## src/rtl/stop_mode_ctl.sv

```systemverilog
module stop_mode_ctl (
  input  logic       clk,
  input  logic       rst_n,
  input  logic       stop_req,
  input  logic       cfg_pdown,
  input  logic       cfg_partial,
  input  logic       dbg_en,
  input  logic       lvd_en,
  input  logic       lvd_stop_en,
  input  logic       rti_src_en,
  input  logic       irq_wake,
  input  logic       rti_tick,
  input  logic       bkgd_cmd,
  input  logic       dbg_go,
  input  logic       mem_cmd,
  output logic [2:0] mode,
  output logic       reg_full,
  output logic       clkgen_on,
  output logic       flash_on,
  output logic       dbg_clk_en,
  output logic       rti_clk_on,
  output logic       io_hold,
  output logic       mem_grant,
  output logic       mem_err
);
  localparam logic [2:0] M_RUN   = 3'd0;
  localparam logic [2:0] M_STOP1 = 3'd1;
  localparam logic [2:0] M_STOP2 = 3'd2;
  localparam logic [2:0] M_STOP3 = 3'd3;
  localparam logic [2:0] M_BKGD  = 3'd4;

  logic dbg_q, lvd_q, rti_q;
  logic in_stop, lvd_arm, ovr, bkgd_ok, wake;
  logic [2:0] level;

  assign lvd_arm = lvd_en & lvd_stop_en;
  assign ovr     = dbg_en | lvd_arm;
  assign level   = ovr ? M_STOP3 :
                   cfg_pdown ? (cfg_partial ? M_STOP2 : M_STOP1) : M_STOP3;
  assign in_stop = (mode == M_STOP1) | (mode == M_STOP2) | (mode == M_STOP3);
  assign bkgd_ok = bkgd_cmd & dbg_q;
  assign wake    = irq_wake | (rti_tick & rti_q) | bkgd_ok;

  always_ff @(posedge clk or negedge rst_n) begin
    if (!rst_n) begin
      mode  <= M_RUN;
      dbg_q <= 1'b0;
      lvd_q <= 1'b0;
      rti_q <= 1'b1;
    end else begin
      case (mode)
        M_RUN: if (stop_req) begin
          mode  <= level;
          dbg_q <= dbg_en;
          lvd_q <= lvd_arm;
          rti_q <= rti_src_en;
        end
        M_BKGD: if (dbg_go) mode <= M_RUN;
        default: if (wake) mode <= bkgd_ok ? M_BKGD : M_RUN;
      endcase
    end
  end

  assign reg_full   = ~in_stop | dbg_q | lvd_q;
  assign clkgen_on  = ~in_stop | dbg_q;
  assign flash_on   = ~in_stop;
  assign dbg_clk_en = ~in_stop | dbg_q;
  assign rti_clk_on = ~in_stop | rti_q;
  assign io_hold    = in_stop;
  assign mem_grant  = mem_cmd & ~in_stop;
  assign mem_err    = mem_cmd & in_stop;

  a_r2_dbg_forces_stop3: assert property (@(posedge clk) disable iff (!rst_n)
    (mode == M_RUN && stop_req && dbg_en) |=> mode == M_STOP3);
  a_r3_lvd_forces_stop3: assert property (@(posedge clk) disable iff (!rst_n)
    (mode == M_RUN && stop_req && lvd_en && lvd_stop_en) |=> mode == M_STOP3);
  a_r5_flash_standby: assert property (@(posedge clk) disable iff (!rst_n)
    in_stop |-> (!flash_on && io_hold));
  a_r7_no_mem_in_stop: assert property (@(posedge clk) disable iff (!rst_n)
    in_stop |-> !mem_grant);
  a_r8_bkgd_needs_dbg: assert property (@(posedge clk) disable iff (!rst_n)
    (in_stop && !dbg_clk_en) |=> mode != M_BKGD);
  a_r10_irq_wakes: assert property (@(posedge clk) disable iff (!rst_n)
    (in_stop && irq_wake && !bkgd_cmd) |=> mode == M_RUN);
  a_r11_stop_ignored: assert property (@(posedge clk) disable iff (!rst_n)
    (in_stop && !wake) |=> $stable(mode));
endmodule

```

## config.mk

```make
export PLATFORM = sky130hd
export DESIGN_NAME = stop_mode_ctl
export DESIGN_NICKNAME = d
export VERILOG_FILES = /design/src/rtl/stop_mode_ctl.sv
export SDC_FILE = /design/constraint.sdc
export NUM_CORES = 1
export LEC_CHECK = 0
export BUFFER_PORTS_ARGS = -buffer_cell sky130_fd_sc_hd__buf_2
export CORE_AREA = 2 2 39 41
export CTS_CLUSTER_SIZE = 20
export DETAILED_ROUTE_END_ITERATION = 10
export DIE_AREA = 0 0 41 43
export PLACE_DENSITY = 0.57
export SYNTH_ARGS = -nofsm -noshare
export SYNTH_HDL_FRONTEND = slang
export SYNTH_SLANG_ARGS = --single-unit
```

## constraint.sdc

```tcl
create_clock -name clk -period 1.88 [get_ports clk]
set_clock_uncertainty 0.1 [all_clocks]
set_input_delay 0.094 -clock clk [delete_from_list [all_inputs] [get_ports clk]]
set_output_delay 0.094 -clock clk [all_outputs]
set_load 0.01 [all_outputs]
```

== After elaboration in Yosys (flattened, before gate mapping) ==
Cells that the tools add are included.
Word-level totals
  bits in registers: 6
  logic and storage cells: 36
  output and inout port bits: 11
Cells by class
  multiplexer cells: 8
  equality and inequality tests: 6
  bitwise logic cells: 14
  reductions and logical operators: 4
Operators by type and width (count)
  two-way mux 3 bit: 4
  bitwise OR 1 bit: 8
  equality test 3 x 2 -> 1 bit, second input constant: 2
  two-way mux 2 bit: 3
  case mux 3 bit (2 select lines): 1
  bitwise AND 1 bit: 5
  inequality test 2 bit, second input constant: 2
  equality test 3 x 1 -> 1 bit, second input constant: 1
  equality test 3 bit, second input constant: 1
  zero test 3 bit: 1
  AND reduction 3 bit: 1
  nonzero test 3 bit: 1
  AND reduction 2 bit: 1
  NOT 1 bit: 1

== Depth between registers and ports, before layout ==
  depth in word-level cells: 6
  depth in mapped cells: 3

== Worst setup path after synthesis ==
Ideal clock, no wire load.
  kind: flip-flop to flip-flop
  from: register mode[2]
  to: register dbg_q
  required time: 1.655 ns
  path slack: 0.439 ns
  setup time: 0.125 ns
  stages on the path, launching flop included: 3
  clock period less this slack: 1.441 ns
  arrival time: 1.217 ns
  buffers on the path: 0
  cell sequence: dfrtp_1 > nor4b_4 > mux2_2
Between the ends
  longest elaborated chain between the ends: 2
RTL lines
  from (decl): RTL line 16  | output logic [2:0] mode,
  from (signal assigned): RTL line 53  | mode <= level;
  from (signal assigned): RTL line 59  | default: if (wake) mode <= bkgd_ok ? M_BKGD : M_RUN;
  zero test 3 bit: RTL line 51  | case (mode)
  AND reduction 2 bit (no source line)
  to (signal assigned): RTL line 54  | dbg_q <= dbg_en;
  to (decl): RTL line 32  | logic dbg_q, lvd_q, rti_q;
No other way between the ends.
A chain may end at the register's enable or synchronous reset.

== Worst setup path in the final report ==
  from: register mode[0]
  to: register lvd_q
Between the ends
  longest elaborated chain between the ends: 2
RTL lines
  zero test 3 bit: RTL line 51
  AND reduction 2 bit (no source line)
  to (signal assigned): RTL line 55  | lvd_q <= lvd_arm;
  to (decl): RTL line 32
No other way between the ends.

==> results list <==
- Reported leakage power: 0.280 nW
* Number of antenna violations at the first check in global routing: 0
- The number of gates resized after CTS was 0.
* Mapped cell area: 362 sq um
* Post-layout minimum cycle time: 1.77 ns
* Endpoint of the lowest-slack register-to-register path: lvd_q
- Remaining global-route overflow: 0
* Commonest non-fill, non-tap cells in the layout: 24 x buf_2, 5 x dfrtp_1, 4 x dlygate4sd3_1
- TritonCTS clock tree: yes
- The number of max-slew violations in the final report was 0.
- The via count of the first global-routing pass was 326.
- Hold timing on the final database bottoms out at a slack of 0.0161 ns.
- Averaged over all synthesized cells, the footprint is 11.7 sq um.
- Clock-pin slew was measured on the worst setup and hold paths at 0.05 ns.
- Setup violations remaining at the end of the flow were counted as 0.
- Remaining DRCs: 0
* Buffer levels on the longest clock path: 2
- Top-level port count: 25
- Antenna Diode Count: 0
- Worst slew slack as a fraction of its limit: 75.6%
- First-pass GRT wire length: 1240 um
- In the final design database the tool counted 80 nets.
- Filler Cells Inserted: 144
* Largest net degree at the start of global routing: 8
* TritonCTS Sinks: 6
- Number of distinct library cells after synthesis: 20
- The final count of hold timing violations came to 0.
* Per-cell routed wire length: 10.7 um
- Clock tree synthesis selected as its root buffer the cell clkbuf_4.
- In this run the power density over the cells is 1490 nW/um^2.
- After routing, the total negative slack on setup checks comes to 0 ns.
- Die extent in y: 43 um
* Area delta synth->final: 61.2%
- Fraction of the cycle the final worst path needs: 94.3%
- The worst hold path terminates at dbg_q.
- Counting every instance in the synthesized netlist gives 31.
- The setup check on the worst reg-to-reg path leaves a slack of 0.11 ns.
- The floorplan step defined a die boundary enclosing 1760 sq um.
- The routed layout has 364 vias.
- Buffers inserted during clock tree synthesis total 3.
- The worst setup path is of the reg -> reg kind.
- After synthesis, flip-flops and latches occupy 41.9% of the total area.
- The worst register-to-register path has a depth of 4.
- Post-placement worst setup slack: 0.373 ns
* Drt pass-1 iters: 3
* Number of storage elements in the synthesis netlist: 6
* Post-Synthesis Net Count: 45
- Least setup slack across all paths after layout: 0.108 ns
- The worst hold path begins at dbg_en.
- Along the worst path, the maximum fanout reaches 6.
- Placed Cells: 70
* Floorplan core area: 1380 sq um
- The worst setup path is captured at a flip-flop.
* Initial standard-cell utilization of the core: 26.1%
* Total half-perimeter wirelength after legalization and detailed placement: 647 um
* Run status: finished clean
- Peak VDD IR: 0.509 mV
- Using the TritonRoute via totals, the vias-per-cell ratio works out to 4.49.
* Depth of the CTS H-tree: 1
- Worst path required time: 1.95 ns
- In the global route stage, overall resource usage came out at 10.8%.
- Max-cap viol count: 0
* Worst hold-check path type: in -> reg
* Yosys warning total: 0
- The die is 41 um wide.
* Number of cells on the worst hold path: 2
- Setup repair after global routing missed its margin: false
* Std cell rows: 14
* Count of routing violations after the opening detailed-route iteration: 3
- The count of buffers added on input and output ports is 24.
- Share of final-layout standard cells stronger than drive strength 1: 55.4%
* Detailed-route wire length: 865 um
* GP Congestion: 0.709
- Critical Path Source Type: flip-flop
- The worst register-to-register path begins at mode[0].
* Most common cell after layout, fill and taps aside: buf_2
- Once detail routing completed, the nets flagged for antenna violations numbered 0.
- At the worst endpoint, the arrival time is 1.84 ns.
- Clock latency on the worst-skew pair: 0.25 ns
- Maximum clock rate: 564 MHz
* Layout Cells excl Fill: 81
- For the pin with the worst max-slew slack, the measured transition is 0.364 ns.
==> kinds of logic (layout without fill, tap and decap cells) <==
family | Yosys count | count (layout) | synth area share, %
flip-flops | 6 | 6 | 41.9
AND/OR/NAND/NOR | 15 | 15 | 31.1
buffers and inverters | 3 | 37 | 4.15
AO/OA/AOI/OAI | 5 | 5 | 16.6
multiplexers | 2 | 2 | 6.23
==> stage by stage <==
stage	power [W]	area [sq um]	util, %
3_3_place_gp	0.000690	494	35.7
2_1_floorplan	0.000543	362	-
6_report	0.000866	583	42.1
3_5_place_dp	0.000697	494	35.7
5_1_grt	0.000948	583	42.1
4_1_cts	0.000844	561	40.5
==> worst max path at each step <==
| stage | cells past startpoint | to | startpoint |
|---|---|---|---|
| floorplan | 2 | dbg_q | mode[2] |
| global placement | 2 | dbg_q | mode[2] |
| detailed placement | 2 | dbg_q | mode[2] |
| CTS | 4 | lvd_q | mode[2] |
| global route | 4 | lvd_q | mode[0] |
| finish | 4 | lvd_q | mode[0] |
==> state kept, by name (all words and copies together) (netlist names) <==
register  count
rti_q         1
lvd_q         1
dbg_q         1
mode          3
==> cell type report <==
class	count	area, sq um	area share (%)
Clock buffer	4	26.3	4.51
Inverter	2	7.51	1.29
Multi-Input combinational cell	22	195	33.5
Sequential cell	6	151	26.0
Tap cell	16	20.0	3.43
Timing Repair Buffer	31	183	31.3
==> synthesized netlist by cell type, drive strengths merged <==
cell type	count	area [sq um]
nand4bb	1	11.3
nor2b	3	18.8
nor4b	1	23.8
inv	2	7.51
or3	2	12.5
buf	1	7.51
nand2b	1	6.26
a221o	1	10.0
dfstp	1	26.3
nand4b	1	8.76
a22o	2	17.5
o21ai	1	5.00
a2111oi	1	27.5
nand3	1	5.00
nor2	2	10.0
dfrtp	5	125
mux2	2	22.5
and2	2	12.5
nand2	1	3.75
==> critical path, cell delays in order, from the launching register on <==
cell and delay [ns]:
dfrtp_1 0.44, nor4b_4 0.43, nand3_1 0.11, dlygate4sd3_1 0.55, o21ai_0 0.06
==> repair_timing <==
| item | in CTS | in global routing |
|---|---|---|
| hold buffers | 4 | 0 |
| setup endpoints to repair | 0 | 1 |
| buffers inserted | 0 | 3 |
| endpoints found under the hold margin | 8 | 0 |
==> where the power goes <==
group	total [W]	switching [W]	internal (W)
clock	0.000133	0.0000526	0.0000808
combinational	0.000464	0.000222	0.000242
sequential	0.000269	0.0000710	0.000198
==> metal layers <==
layer  wire [um]  track usage (%)  vias to the layer above
met5           0                0                        -
met2         428             15.6                       18
li1            -                -                      180
met3          78             4.71                        2
met4          14             6.00                        0
met1         343             12.8                      164
Power figures use the tool's default switching activity.
